[config.mk]
export PLATFORM = sky130hd
export DESIGN_NAME = sel_clk_timer
export DESIGN_NICKNAME = d
export VERILOG_FILES = /design/src/rtl/tmr_pkg.sv /design/src/rtl/tmr_edge_sync.sv /design/src/rtl/tmr_rate_gen.sv /design/src/rtl/tmr_core.sv /design/src/rtl/sel_clk_timer.sv
export SDC_FILE = /design/constraint.sdc
export NUM_CORES = 1
export LEC_CHECK = 0
export ABC_CLOCK_PERIOD_IN_PS = 2670
export BUFFER_PORTS_ARGS = -buffer_cell sky130_fd_sc_hd__buf_2
export CORE_UTILIZATION = 52
export CTS_CLUSTER_SIZE = 25
export DETAILED_ROUTE_END_ITERATION = 10
export PLACE_DENSITY = 0.75
export SKIP_CTS_REPAIR_TIMING = 1
export SLEW_MARGIN = 20
export SYNTH_ARGS = -nofsm -noshare
export SYNTH_HDL_FRONTEND = slang
export SYNTH_SLANG_ARGS = --single-unit
export TNS_END_PERCENT = 20
[constraint.sdc]
create_clock -name clk -period 2.67 [get_ports clk]
set_clock_uncertainty 0.1 [all_clocks]
set_input_delay 0.267 -clock clk [delete_from_list [all_inputs] [get_ports clk]]
set_output_delay 0.267 -clock clk [all_outputs]
set_load 0.05 [all_outputs]
[src/rtl/tmr_pkg.sv]
package tmr_pkg;
   localparam int unsigned TMR_BYTE_W  = 8;
   localparam int unsigned TMR_N_RATES = 7;

   typedef enum logic {
      MODE_TIMER   = 1'b0,
      MODE_CAPTURE = 1'b1
   } tmr_mode_e;
endpackage

[src/rtl/tmr_edge_sync.sv]
module tmr_edge_sync #(
   parameter int unsigned SYNC_STAGES = 2
) (
   input  logic clk,
   input  logic rst_n,
   input  logic async_in,
   output logic rise
);
   logic [SYNC_STAGES-1:0] chain;
   logic                   prev;

   generate
      if (SYNC_STAGES < 2) begin : g_bad_depth
         $error("tmr_edge_sync: SYNC_STAGES must be at least 2");
      end
   endgenerate

   always_ff @(posedge clk) begin
      if (!rst_n) begin
         chain <= '0;
         prev  <= 1'b0;
      end else begin
         chain <= {chain[SYNC_STAGES-2:0], async_in};
         prev  <= chain[SYNC_STAGES-1];
      end
   end

   assign rise = chain[SYNC_STAGES-1] & ~prev;

   // a detected edge lasts a single cycle
   a_r9_rise_single: assert property (@(posedge clk) disable iff (!rst_n)
      rise |=> !rise);
endmodule

[src/rtl/tmr_rate_gen.sv]
module tmr_rate_gen #(
   parameter int unsigned N_RATES = 7,
   parameter int unsigned SEL_W   = 3
) (
   input  logic             clk,
   input  logic             rst_n,
   input  logic             en,
   input  logic [SEL_W-1:0] sel,
   input  logic             ext_rise,
   output logic             tick
);
   localparam int unsigned PRE_W = (N_RATES > 1) ? N_RATES - 1 : 1;

   logic [PRE_W-1:0]   pre;
   logic [N_RATES-1:0] tap;

   generate
      if (N_RATES + 1 > (1 << SEL_W)) begin : g_bad_sel
         $error("tmr_rate_gen: SEL_W too narrow for N_RATES plus the external source");
      end
      for (genvar k = 0; k < N_RATES; k++) begin : g_tap
         if (k == 0) begin : g_full
            assign tap[k] = 1'b1;
         end else begin : g_div
            assign tap[k] = &pre[k-1:0];
         end
      end
   endgenerate

   always_ff @(posedge clk) begin
      if (!rst_n)   pre <= '0;
      else if (en)  pre <= pre + 1'b1;
      else          pre <= '0;
   end

   always_comb begin
      if (!en)                          tick = 1'b0;
      else if (32'(sel) < N_RATES)      tick = tap[sel];
      else                              tick = ext_rise;
   end

   // nothing steps while disabled
   a_r5_no_tick_off: assert property (@(posedge clk) disable iff (!rst_n)
      !en |-> !tick);
   // divided rates never step on two consecutive cycles
   a_r2_div_spacing: assert property (@(posedge clk) disable iff (!rst_n)
      (tick && sel >= 1 && 32'(sel) < N_RATES) |=> (!tick || sel != $past(sel)));
endmodule

[src/rtl/tmr_core.sv]
module tmr_core #(
   parameter int unsigned CNT_W = 16
) (
   input  logic             clk,
   input  logic             rst_n,
   input  logic             en,
   input  logic             tick,
   input  logic             cap_mode,
   input  logic             ext_rise,
   input  logic             load,
   input  logic [CNT_W-1:0] load_val,
   output logic [CNT_W-1:0] cnt,
   output logic [CNT_W-1:0] cap,
   output logic             evt
);
   logic [CNT_W-1:0] reload;
   logic             wrap;
   logic             do_cap;

   assign wrap   = &cnt;
   assign do_cap = en & cap_mode & ext_rise;

   always_ff @(posedge clk) begin
      if (!rst_n) begin
         cnt    <= '0;
         cap    <= '0;
         reload <= '0;
         evt    <= 1'b0;
      end else begin
         if (load) begin
            cnt    <= load_val;
            reload <= load_val;
         end else if (tick) begin
            cnt <= wrap ? reload : cnt + 1'b1;
         end
         if (do_cap) cap <= cnt;
         evt <= do_cap | (tick & ~load & wrap & ~cap_mode);
      end
   end

   // overflow in timer mode reloads and signals
   a_r3_overflow_reload: assert property (@(posedge clk) disable iff (!rst_n)
      (tick && !load && !cap_mode && wrap) |=> (evt && cnt == $past(reload)));
   // capture takes the prior count and signals
   a_r4_capture_value: assert property (@(posedge clk) disable iff (!rst_n)
      (en && cap_mode && ext_rise) |=> (evt && cap == $past(cnt)));
   // frozen while disabled
   a_r5_hold_off: assert property (@(posedge clk) disable iff (!rst_n)
      (!en && !load) |=> ($stable(cnt) && $stable(cap) && !evt));
   // a write wins over a step
   a_r6_write_wins: assert property (@(posedge clk) disable iff (!rst_n)
      load |=> cnt == $past(load_val));
endmodule

[src/rtl/sel_clk_timer.sv]
module sel_clk_timer
   import tmr_pkg::*;
#(
   parameter int unsigned BYTE_W  = TMR_BYTE_W,
   parameter int unsigned N_RATES = TMR_N_RATES,
   parameter int unsigned SEL_W   = 3
) (
   input  logic              clk,
   input  logic              rst_n,
   input  logic              run_en,
   input  logic [SEL_W-1:0]  clk_sel,
   input  logic              cap_mode,
   input  logic              cmp_in,
   input  logic              wr_lo,
   input  logic              wr_hi,
   input  logic [BYTE_W-1:0] wr_data,
   input  logic              rd_lo,
   output logic [BYTE_W-1:0] val_lo,
   output logic [BYTE_W-1:0] val_hi,
   output logic              tmr_evt
);
   localparam int unsigned CNT_W = 2 * BYTE_W;

   logic              ext_rise;
   logic              tick;
   logic [CNT_W-1:0]  cnt;
   logic [CNT_W-1:0]  cap;
   logic [CNT_W-1:0]  sel_val;
   logic [BYTE_W-1:0] lo_buf;
   logic [BYTE_W-1:0] hi_sh;
   tmr_mode_e         mode;

   generate
      if (BYTE_W == 0) begin : g_bad_byte
         $error("sel_clk_timer: BYTE_W must be non-zero");
      end
   endgenerate

   assign mode = tmr_mode_e'(cap_mode);

   tmr_edge_sync #(.SYNC_STAGES(2)) u_sync (
      .clk      (clk),
      .rst_n    (rst_n),
      .async_in (cmp_in),
      .rise     (ext_rise)
   );

   tmr_rate_gen #(.N_RATES(N_RATES), .SEL_W(SEL_W)) u_rate (
      .clk      (clk),
      .rst_n    (rst_n),
      .en       (run_en),
      .sel      (clk_sel),
      .ext_rise (ext_rise),
      .tick     (tick)
   );

   tmr_core #(.CNT_W(CNT_W)) u_core (
      .clk      (clk),
      .rst_n    (rst_n),
      .en       (run_en),
      .tick     (tick),
      .cap_mode (mode == MODE_CAPTURE),
      .ext_rise (ext_rise),
      .load     (wr_hi),
      .load_val ({wr_data, lo_buf}),
      .cnt      (cnt),
      .cap      (cap),
      .evt      (tmr_evt)
   );

   assign sel_val = (mode == MODE_CAPTURE) ? cap : cnt;

   always_ff @(posedge clk) begin
      if (!rst_n) begin
         lo_buf <= '0;
         hi_sh  <= '0;
      end else begin
         if (wr_lo) lo_buf <= wr_data;
         if (rd_lo) hi_sh  <= sel_val[CNT_W-1:BYTE_W];
      end
   end

   assign val_lo = sel_val[BYTE_W-1:0];
   assign val_hi = hi_sh;

   // shadow only moves on a low-byte read
   a_r8_shadow_hold: assert property (@(posedge clk) disable iff (!rst_n)
      !rd_lo |=> $stable(val_hi));
   // a low-byte write alone leaves the count alone
   a_r6_lo_buffered: assert property (@(posedge clk) disable iff (!rst_n)
      (wr_lo && !wr_hi && !tick) |=> cnt == $past(cnt));
endmodule

==> results of run 1 <==
power by group:
group / leakage [nW] / internal [mW] / total (mW) / switching, mW
registers: 0.605 / 1.15 / 1.19 / 0.0454
clock network: 0.120 / 0.616 / 1.01 / 0.394
logic: 0.846 / 0.0844 / 0.235 / 0.151
synthesized netlist by cell type, types with 2 or more instances:
cell type / instances / area [um2]
a211oi_1: 16 / 120
and2_1: 4 / 25.0
clkinv_1: 2 / 7.51
o21ai_0: 17 / 85.1
nor4_1: 3 / 18.8
nor3_1: 4 / 20.0
o31ai_1: 5 / 37.5
a2111oi_0: 2 / 17.5
nand2_1: 49 / 184
mux2i_1: 31 / 310
nor2_1: 46 / 173
mux2_2: 7 / 78.8
xor2_1: 2 / 17.5
nor2b_1: 2 / 12.5
nand4_1: 2 / 12.5
clkbuf_1: 22 / 82.6
and3_1: 10 / 62.6
or3_1: 2 / 12.5
a21oi_1: 31 / 155
dfxtp_1: 74 / 1480
a32o_1: 2 / 20.0
a31oi_1: 4 / 25.0
o211ai_1: 3 / 22.5
nand2b_1: 2 / 12.5
buf_4: 8 / 60.1
inv_1: 3 / 11.3
nand3_1: 15 / 75.1
ha_1: 4 / 50.1
registers in the layout (all words and copies together) (netlist names):
name           count
val_hi             8
lo_buf             8
u_sync.chain       2
u_core.cnt        16
u_core.cap        16
u_sync.prev        1
u_core.reload     16
u_core.evt         1
u_rate.pre         6
cell type report:
class	instances	area share (%)
Clock buffer	10	3.28
Timing Repair Buffer	47	6.82
Inverter	5	0.482
Sequential cell	74	38.1
Clock inverter	6	2.70
Tap cell	77	2.48
Multi-Input combinational cell	286	46.2
path summary, 6_finish.rpt:
check	from	endpoint	slack, ns	cells past startpoint
setup / recovery	u_rate.pre[0]$_SDFF_PN0_	u_core.cnt[4]$_SDFFE_PN0P_	0.17	8
hold / removal	cmp_in	u_sync.chain[0]$_SDFF_PN0_	0.03	2
setup reg to reg	u_rate.pre[0]$_SDFF_PN0_	u_core.cnt[4]$_SDFFE_PN0P_	0.17	8
hold reg to reg	u_sync.chain[0]$_SDFF_PN0_	u_sync.chain[1]$_SDFF_PN0_	0.33	1
per-layer routing:
metal / part of all wire, % / wire length, um / vias up
met5: 0 / 0 / -
met4: 1.8 / 145 / 0
met2: 43 / 3380 / 130
met3: 7.3 / 576 / 19
li1: - / - / 1464
met1: 48 / 3740 / 1369
stage by stage:
| stage | util (%) | cells | total power, mW | area [um2] |
|---|---|---|---|---|
| detailed placement | 57.2 | 489 | 1.45 | 3650 |
| floorplan | - | 398 | 1.38 | 3450 |
| CTS | 60.9 | 505 | 2.45 | 3890 |
| global placement | 57.2 | 489 | 1.44 | 3650 |
| global route | 60.9 | 505 | 2.53 | 3890 |
| finish | 60.9 | 505 | 2.44 | 3890 |
kinds of logic after synthesis:
group           synth area share, %
fa+ha+maj                      1.45
flops                          42.9
xor+xnor                      0.761
buf+inv                        5.25
simple gates                   21.2
mux                            11.6
compound gates                 16.9
worst register-to-register path, delay by kind of cell, from the launching register on:
family                     cells  cell delay (ns)
AOI/OAI and AO/OA              3             0.79
DFF                            1             0.33
and+or+nand+nor                2             0.70
muxes                          1             0.14
adders and majority gates      2             0.32
==> flow_metrics.env, run 1 <==
export IMPL_ir_worst_vdd_uv=464
export IMPL_drc=0
export IMPL_worst_slack_ns=0.167
export IMPL_fin_nets=446
export IMPL_start_util_pct=54.1
export IMPL_hold_violations=0
export IMPL_cp_max_fo=14
export IMPL_setup_tns_final_ns=0
export IMPL_synth_async_reset_ratio_pct=0
export IMPL_multi_input_area_mm2=0.00180
export IMPL_synth_edf_count=0
export IMPL_cp_arrival_ns=2.62
export IMPL_pin_count=36
export IMPL_die_area_mm2=0.00697
export IMPL_yosysWarnings=0
export IMPL_cp_start_kind="flop"
export IMPL_antenna_found_initial=0
export IMPL_synth_area_mm2=0.00345
export IMPL_grt_start_max_net_pins=26
export IMPL_ctsRootBufferMaster="clkbuf_8"
export IMPL_grt_usage_pct=23.8
export IMPL_max_freq_mhz=400
export IMPL_clockBufferDepth=2
export IMPL_row_count=29
export IMPL_crit_family="compound AO/OA/AOI/OAI gates"
export IMPL_fp_dieW_um=83.5
export IMPL_port_buffers=35
export IMPL_syn_inst=398
export IMPL_htreeDepth=3
export IMPL_crit_path_frequent_cell="ha_1"
export IMPL_cpMaxStageDelayCell="a2111oi_0"
export IMPL_grtUsageMet2_pct=34.1
export IMPL_leakage_nw=1.57
export IMPL_firstDrtPassIters=5
export IMPL_rsz0062_at_grt="no"
export IMPL_synth_cell_types=54
export IMPL_vias=2982
export IMPL_busiest_layer="met1"
export IMPL_diodes=0
export IMPL_path_class="reg -> reg"
export IMPL_grt_use_met3_pct=4.55
export IMPL_regArea_mm2=0.00148
export IMPL_drt_total_wl_um=7850
export IMPL_place_hpwl_um=5550
export IMPL_finalSetupViolations=0
export IMPL_clk_latency_ns=0.34
export IMPL_area_delta_synth_final_pct=12.6
export IMPL_gp_congestion=0.878
export IMPL_ys_flop_type="dfxtp_1"
export IMPL_finalMaxSlewViolations=0
export IMPL_cts_tree="done"
export IMPL_clkSlewWorstSetupHoldPaths_ns=0.08
export IMPL_die_h_um=83.5
export IMPL_finalCriticalPeriod_ns=2.50
export IMPL_drive_gt1_share_pct=18.0
export IMPL_slowest_delay_ns=0.54
export IMPL_core_area_mm2=0.00639
export IMPL_slew_limit_headroom_pct=58.2
export IMPL_cts_inserted_buffers=9
export IMPL_drtIter0Drc=175
export IMPL_antenna_left=0
export IMPL_drv_cap=0
export IMPL_fill_cells=564
export IMPL_preCtsSetupSlack_ns=0.111
export IMPL_synth_seq_cells=74
export IMPL_worst_pin_slew_ns=0.625
export IMPL_power_density_mw_per_mm2=626
export IMPL_final_cell_mix="dfxtp_1 (74), nand2_1 (49), nor2_1 (46), buf_2 (35)"
export IMPL_layout_commonest_cell="dfxtp_1"
export IMPL_ys_seq_area_share_pct=42.9
export IMPL_grt_pass1_vias=2604
export IMPL_grtUsageMet1_pct=35.0
export IMPL_vias_per_cell=5.90
export IMPL_cp_data_required_time_ns=2.78
export IMPL_clock_sinks=74
export IMPL_fin_crit_sh_pct=93.7
export IMPL_hold_class="in -> reg"
export IMPL_holdWs_ns=0.0288
export IMPL_grt_pass1_wl_um=13200
export IMPL_synth_nets=421
export IMPL_cp_end_kind="flop"
export IMPL_cp_cell_sequence="ha_1 -> and3_1 -> ha_1 -> mux2_1 -> o221ai_2 -> or3_4 -> a2111oi_0 -> o31ai_1"
export IMPL_status="completed"
export IMPL_syn_avg_cell_area_um2=8.68
export IMPL_grt_overflow=0
export IMPL_path_buf_inv=0
export IMPL_wl_per_cell_um=15.5
(Power assumes the default switching activity.)
==> run 2: changes to the inputs <==
--- a/config.mk
+++ b/config.mk
@@ -8,6 +8,7 @@
 export ABC_CLOCK_PERIOD_IN_PS = 2670
 export BUFFER_PORTS_ARGS = -buffer_cell sky130_fd_sc_hd__buf_2
 export CORE_UTILIZATION = 52
+export CTS_BUF_LIST = sky130_fd_sc_hd__clkbuf_2 sky130_fd_sc_hd__clkbuf_4 sky130_fd_sc_hd__clkbuf_8
 export CTS_CLUSTER_SIZE = 25
 export DETAILED_ROUTE_END_ITERATION = 10
 export PLACE_DENSITY = 0.75
@@ -15,5 +16,6 @@
 export SLEW_MARGIN = 20
 export SYNTH_ARGS = -nofsm -noshare
 export SYNTH_HDL_FRONTEND = slang
+export SYNTH_HIERARCHICAL = 1
 export SYNTH_SLANG_ARGS = --single-unit
 export TNS_END_PERCENT = 20
==> run 2 against run 1 <==
- fmax down 3.3%
- register-to-register slack worse by 0.08 ns
- via count down 5.9%
- synthesized cell count down 4.0%
- sequential cell count unchanged
- critical path depth up 3
- sequential power about the same
- synthesized area up 3.8%
- clock power down 11%
- sequential share of layout area down 1.4 points
- wire length down 0.75%
- largest power group unchanged
==> flow_metrics.env, run 2 <==
export IMPL_fin_nets=435
export IMPL_ir_worst_vdd_uv=356
export IMPL_drc=0
export IMPL_p_sw_mw=0.583
export IMPL_placed_cells=472
export IMPL_firstDrtPassIters=4
export IMPL_preCtsSetupSlack_ns=0.0535
export IMPL_cp_start_kind="flop"
export IMPL_cp_data_required_time_ns=2.79
export IMPL_htreeDepth=3
export IMPL_clock_sinks=74
export IMPL_ctsRootBufferMaster="clkbuf_8"
export IMPL_area_delta_synth_final_pct=13.0
export IMPL_ys_seq_area_share_pct=41.3
export IMPL_yosys_top_cells_count="dfxtp_1 (74), nand2_1 (58), mux2i_1 (38), nor2b_1 (23), o21ai_0 (21)"
export IMPL_grt_pass1_wl_um=12600
export IMPL_synth_async_reset_ratio_pct=0
export IMPL_regArea_mm2=0.00148
export IMPL_wl_met1_um=3630
export IMPL_comb_power_share_pct=10.9
export IMPL_cp_arrival_ns=2.71
export IMPL_drive_gt1_share_pct=22.1
export IMPL_holdPathStages=2
export IMPL_slew_limit_headroom_pct=56.0
export IMPL_pin_count=36
export IMPL_final_cell_area_mm2=0.00405
export IMPL_worst_pin_slew_ns=0.658
export IMPL_fp_dieW_um=85.0
export IMPL_synth_seq_cells=74
export IMPL_crit_family="simple AND/OR/NAND/NOR gates"
export IMPL_synth_area_leader_cell="dfxtp_1"
export IMPL_rrSetupSlack_ns=0.08
export IMPL_clkPwrFrac_pct=38.3
export IMPL_syn_inst=382
export IMPL_hold_violations=0
export IMPL_ys_flop_type="dfxtp_1"
export IMPL_core_area_mm2=0.00649
export IMPL_p_sw_share_pct=24.8
export IMPL_vias=2807
export IMPL_leakage_nw=1.72
export IMPL_port_buffers=35
export IMPL_path_class="reg -> reg"
export IMPL_start_util_pct=55.2
export IMPL_row_count=29
export IMPL_grt_usage_pct=22.5
export IMPL_wl_per_cell_um=15.8
export IMPL_ff2ff_path_depth=11
export IMPL_syn_avg_cell_area_um2=9.38
export IMPL_place_hpwl_um=5290
export IMPL_finalSetupViolations=0
export IMPL_cp_max_fo=6
export IMPL_top_layer="met4"
export IMPL_synth_top_area_share_pct=41.3
export IMPL_vias_per_cell=5.69
export IMPL_cpMaxStageDelayCell="mux4_2"
export IMPL_drv_cap=0
export IMPL_yosysWarnings=6
export IMPL_grt_overflow=0
export IMPL_die_area_mm2=0.00723
export IMPL_cp_cell_sequence="ha_4 -> and3_4 -> ha_2 -> mux4_2 -> nand2b_4 -> o311a_4 -> buf_4 -> nor2b_4 -> and2_1 -> a32oi_1 -> o31ai_1"
export IMPL_clockBufferDepth=2
export IMPL_antenna_found_initial=0
export IMPL_instances_no_fill=493
export IMPL_p_int_mw=1.77
export IMPL_netlist_top_cells_area="dfxtp_1 (41%), mux2i_1 (11%), nand2_1 (6.1%)"
export IMPL_synth_edf_count=0
export IMPL_clk_latency_ns=0.35
export IMPL_fill_cells=535
export IMPL_drtIter0Drc=213
export IMPL_drt_total_wl_um=7790
export IMPL_grt_pass1_vias=2621
export IMPL_antenna_left=0
export IMPL_synth_most_common_cell="dfxtp_1"
export IMPL_min_delay_start="cmp_in"
export IMPL_multi_input_area_mm2=0.00196
export IMPL_finalCriticalPeriod_ns=2.59
export IMPL_die_h_um=85.0
export IMPL_power_density_mw_per_mm2=580
export IMPL_worst_slack_ns=0.0830
export IMPL_reg_top3="u_core/cap x16, u_core/cnt x16, u_core/reload x16"
export IMPL_cts_inserted_buffers=9
export IMPL_r2r_start="u_rate/pre[1]$_SDFF_PN0_"
export IMPL_finalMaxSlewViolations=0
export IMPL_wl_met2_um=3580
export IMPL_worstReg2RegEnd="u_core/cnt[13]$_SDFFE_PN0P_"
export IMPL_synth_nets=405
export IMPL_final_cell_mix="dfxtp_1 (72), nand2_1 (57), mux2i_1 (38), buf_2 (35), nor2b_1 (22)"
export IMPL_hold_class="in -> reg"
export IMPL_synth_area_mm2=0.00358
export IMPL_diodes=0
export IMPL_synth_cell_types=47
export IMPL_dr_wl_met3_um=427
export IMPL_layout_commonest_cell="dfxtp_1"
export IMPL_pwr_share_seq_pct=50.8
export IMPL_cts_tree="done"
export IMPL_max_freq_mhz=387
export IMPL_fin_crit_sh_pct=96.9
export IMPL_status="completed"
export IMPL_slowest_delay_ns=0.45
export IMPL_hold_path_endpoint="u_sync/chain[0]$_SDFF_PN0_"
export IMPL_cp_end_kind="flop"
export IMPL_grt_start_max_net_pins=43
export IMPL_clkSlewWorstSetupHoldPaths_ns=0.07
export IMPL_gp_congestion=0.992
export IMPL_postPlaceCellArea_mm2=0.00373
export IMPL_path_buf_inv=1
-- run 2: kinds of logic after synthesis --
logic type / count (synthesis) / share of synthesized area [%]
adder cells (fa/ha/maj): 4 / 1.40
buffers and inverters: 35 / 5.69
XOR/XNOR: 11 / 2.69
AND/OR/NAND/NOR: 132 / 20.1
flip-flops: 74 / 41.3
AO/OA/AOI/OAI: 79 / 14.8
multiplexers: 47 / 14.0
-- run 2: metrics by stage --
step	TNS (ns)	total power [mW]	utilization (%)	hold slack, ns
finish	0	2.35	62.4	0.0180
global route	-0.00000266	2.45	62.4	0.00492
CTS	0	2.36	60.6	0.0106
detailed placement	0	1.46	57.4	0.318
global placement	0	1.45	57.4	0.307
floorplan	0	1.39	-	0.289
-- run 2: area by class of cell --
cell class / instances / share of cell area [%]
Clock inverter: 2 / 0.865
Sequential cell: 74 / 36.6
Timing Repair Buffer: 49 / 7.01
Multi-Input combinational cell: 273 / 48.4
Clock buffer: 13 / 4.26
Inverter: 5 / 0.463
Tap cell: 77 / 2.38
-- run 2: how the worst max path moves through the flow --
stage	cells after the start	endpoint	from
after detailed placement	9	u_core/cnt[10]$_SDFFE_PN0P_	u_rate/pre[1]$_SDFF_PN0_
after floorplan	12	u_core/cnt[15]$_SDFFE_PN0P_	u_rate/pre[0]$_SDFF_PN0_
after global placement	10	u_core/cnt[8]$_SDFFE_PN0P_	u_rate/pre[0]$_SDFF_PN0_
after global routing	12	u_core/cnt[12]$_SDFFE_PN0P_	u_rate/pre[1]$_SDFF_PN0_
after CTS	9	u_core/cnt[10]$_SDFFE_PN0P_	u_rate/pre[1]$_SDFF_PN0_
final	11	u_core/cnt[13]$_SDFFE_PN0P_	u_rate/pre[1]$_SDFF_PN0_
-- run 2: power groups by stage --
| stage | logic (mW) | registers, mW | clock network (mW) |
|---|---|---|---|
| after floorplan | 0.165 | 1.23 | 0 |
| after global placement | 0.237 | 1.22 | 0 |
| after detailed placement | 0.242 | 1.22 | 0 |
| after CTS | 0.243 | 1.19 | 0.919 |
| after global routing | 0.278 | 1.20 | 0.971 |
| final | 0.255 | 1.20 | 0.901 |
-- run 2: per-layer routing --
| metal | vias up | track usage (%) |
|---|---|---|
| met4 | 0 | 7.70 |
| met5 | - | 0 |
| met2 | 71 | 34.5 |
| met1 | 1339 | 29.7 |
| met3 | 12 | 7.59 |
| li1 | 1385 | - |
==> run 3: changes to the inputs <==
--- a/config.mk
+++ b/config.mk
@@ -11,6 +11,7 @@
 export CTS_BUF_LIST = sky130_fd_sc_hd__clkbuf_2 sky130_fd_sc_hd__clkbuf_4 sky130_fd_sc_hd__clkbuf_8
 export CTS_CLUSTER_SIZE = 25
 export DETAILED_ROUTE_END_ITERATION = 10
+export HOLD_SLACK_MARGIN = 0.06
 export PLACE_DENSITY = 0.75
 export SKIP_CTS_REPAIR_TIMING = 1
 export SLEW_MARGIN = 20
==> run 3 against run 2 <==
- first-iteration DRC count decreased by 13%
- sequential cell count unchanged
- worst hold slack improved by 0.094 ns
- register-to-register slack is essentially flat
- worst setup slack better by 0.0085 ns
- count of clock-buffer cells in the layout unchanged
- total power grew 0.12%
- cell count grew 0.20%
- critical path depth did not move
- global-route usage unchanged
- cell area is 0.25% higher
- critical path type unchanged
- largest cell class unchanged
- largest power group unchanged
- highest routed layer unchanged
==> flow_metrics.env, run 3 (synthesis gave the netlist of run 2 again) <==
export IMPL_status="completed"
export IMPL_finalSetupViolations=0
export IMPL_start_util_pct=55.2
export IMPL_clock_sinks=74
export IMPL_drc=0
export IMPL_max_freq_mhz=388
export IMPL_row_count=29
export IMPL_cp_end_kind="flop"
export IMPL_diodes=0
export IMPL_vias=2828
export IMPL_cts_tree="done"
export IMPL_cp_start_kind="flop"
export IMPL_cp_arrival_ns=2.70
export IMPL_worst_pin_slew_ns=0.669
export IMPL_cp_max_fo=6
export IMPL_clk_latency_ns=0.35
export IMPL_drtIter0Drc=186
export IMPL_power_density_mw_per_mm2=580
export IMPL_firstDrtPassIters=5
export IMPL_regArea_mm2=0.00148
export IMPL_port_buffers=35
export IMPL_leakage_nw=1.72
export IMPL_die_h_um=85.0
export IMPL_htreeDepth=3
export IMPL_wl_per_cell_um=15.8
export IMPL_drive_gt1_share_pct=22.1
export IMPL_vias_per_cell=5.72
export IMPL_postPlaceCellArea_mm2=0.00373
export IMPL_grt_overflow=0
export IMPL_place_hpwl_um=5290
export IMPL_grt_pass1_vias=2621
export IMPL_final_cell_area_mm2=0.00406
export IMPL_final_cell_mix="dfxtp_1 (72), nand2_1 (57), mux2i_1 (38), buf_2 (35), nor2b_1 (22)"
export IMPL_core_area_mm2=0.00649
export IMPL_cp_data_required_time_ns=2.80
export IMPL_hold_class="in -> reg"
export IMPL_gp_congestion=0.992
export IMPL_multi_input_area_mm2=0.00196
export IMPL_slew_limit_headroom_pct=55.3
export IMPL_antenna_found_initial=0
export IMPL_fin_crit_sh_pct=96.6
export IMPL_finalMaxSlewViolations=0
export IMPL_drt_total_wl_um=7830
export IMPL_grt_start_max_net_pins=43
export IMPL_area_delta_synth_final_pct=13.3
export IMPL_fill_cells=534
export IMPL_grt_usage_pct=22.5
export IMPL_cts_inserted_buffers=9
export IMPL_fin_util_pct=62.5
export IMPL_layout_commonest_cell="dfxtp_1"
export IMPL_fin_nets=436
export IMPL_hold_violations=0
export IMPL_pin_count=36
export IMPL_clockBufferDepth=2
export IMPL_antenna_left=0
export IMPL_die_area_mm2=0.00723
export IMPL_clkSlewWorstSetupHoldPaths_ns=0.07
export IMPL_finalCriticalPeriod_ns=2.58
export IMPL_reg_top3="u_core/cap x16, u_core/cnt x16, u_core/reload x16"
export IMPL_drv_cap=0
export IMPL_fp_dieW_um=85.0
export IMPL_ctsRootBufferMaster="clkbuf_8"
export IMPL_ir_worst_vdd_uv=353
export IMPL_grt_pass1_wl_um=12600
export IMPL_path_class="reg -> reg"
[run 3: changes by cell type in the layout (fill, tap and decap cells not counted)]
cell	previous run	this run
dlygate4sd3_1	0	1
[run 3: layout make-up]
cell class                      instances  share of cell area [%]
Multi-Input combinational cell        273                    48.3
Sequential cell                        74                    36.5
Timing Repair Buffer                   50                    7.24
Clock buffer                           13                    4.25
Tap cell                               77                    2.37
Clock inverter                          2                   0.863
Inverter                                5                   0.462
[run 3: per-stage QoR]
stage | hold slack [ns] | instances | power [mW] | worst slack, ns | setup TNS (ns)
after floorplan | 0.289 | 382 | 1.39 | 0.118 | 0
after global placement | 0.307 | 472 | 1.45 | 0.159 | 0
after detailed placement | 0.318 | 472 | 1.46 | 0.0535 | 0
after CTS | 0.0106 | 487 | 2.36 | 0.0247 | 0
after global routing | 0.0994 | 494 | 2.45 | -0.00000266 | -0.00000266
final | 0.112 | 494 | 2.35 | 0.0915 | 0
[run 3: worst paths after layout]
path | startpoint | endpoint | slack [ns] | cells past startpoint
setup reg to reg | u_rate/pre[1]$_SDFF_PN0_ | u_core/cnt[13]$_SDFFE_PN0P_ | 0.09 | 11
hold / removal | wr_data[4] | lo_buf[4]$_SDFFE_PN0P_ | 0.11 | 3
setup / recovery | u_rate/pre[1]$_SDFF_PN0_ | u_core/cnt[13]$_SDFFE_PN0P_ | 0.09 | 11
hold reg to reg | u_sync/chain[0]$_SDFF_PN0_ | u_sync/chain[1]$_SDFF_PN0_ | 0.33 | 1
[run 3: worst max-delay path, cell delays in order (launching register included)]
cell and delay, ns:
dfxtp_2 0.34, ha_4 0.16, and3_4 0.17, ha_2 0.16, mux4_2 0.45, nand2b_4 0.15, o311a_4 0.14, buf_4 0.14
nor2b_4 0.14, and2_1 0.21, a32oi_1 0.21, o31ai_1 0.09
[run 3: per-layer routing]
| metal | up-vias | GRT usage, % | wire, um | share of wire (%) |
|---|---|---|---|---|
| li1 | 1385 | - | - | - |
| met1 | 1335 | 29.7 | 3690 | 47 |
| met3 | 14 | 7.59 | 477 | 6.1 |
| met4 | 0 | 7.70 | 121 | 1.5 |
| met5 | - | 0 | 0 | 0 |
| met2 | 94 | 34.5 | 3540 | 45 |
[run 3: power by group]
part / switching (mW) / internal [mW] / leakage [nW]
clock: 0.390 / 0.512 / 0.109
sequential: 0.0482 / 1.15 / 0.606
combinational: 0.147 / 0.110 / 1.01
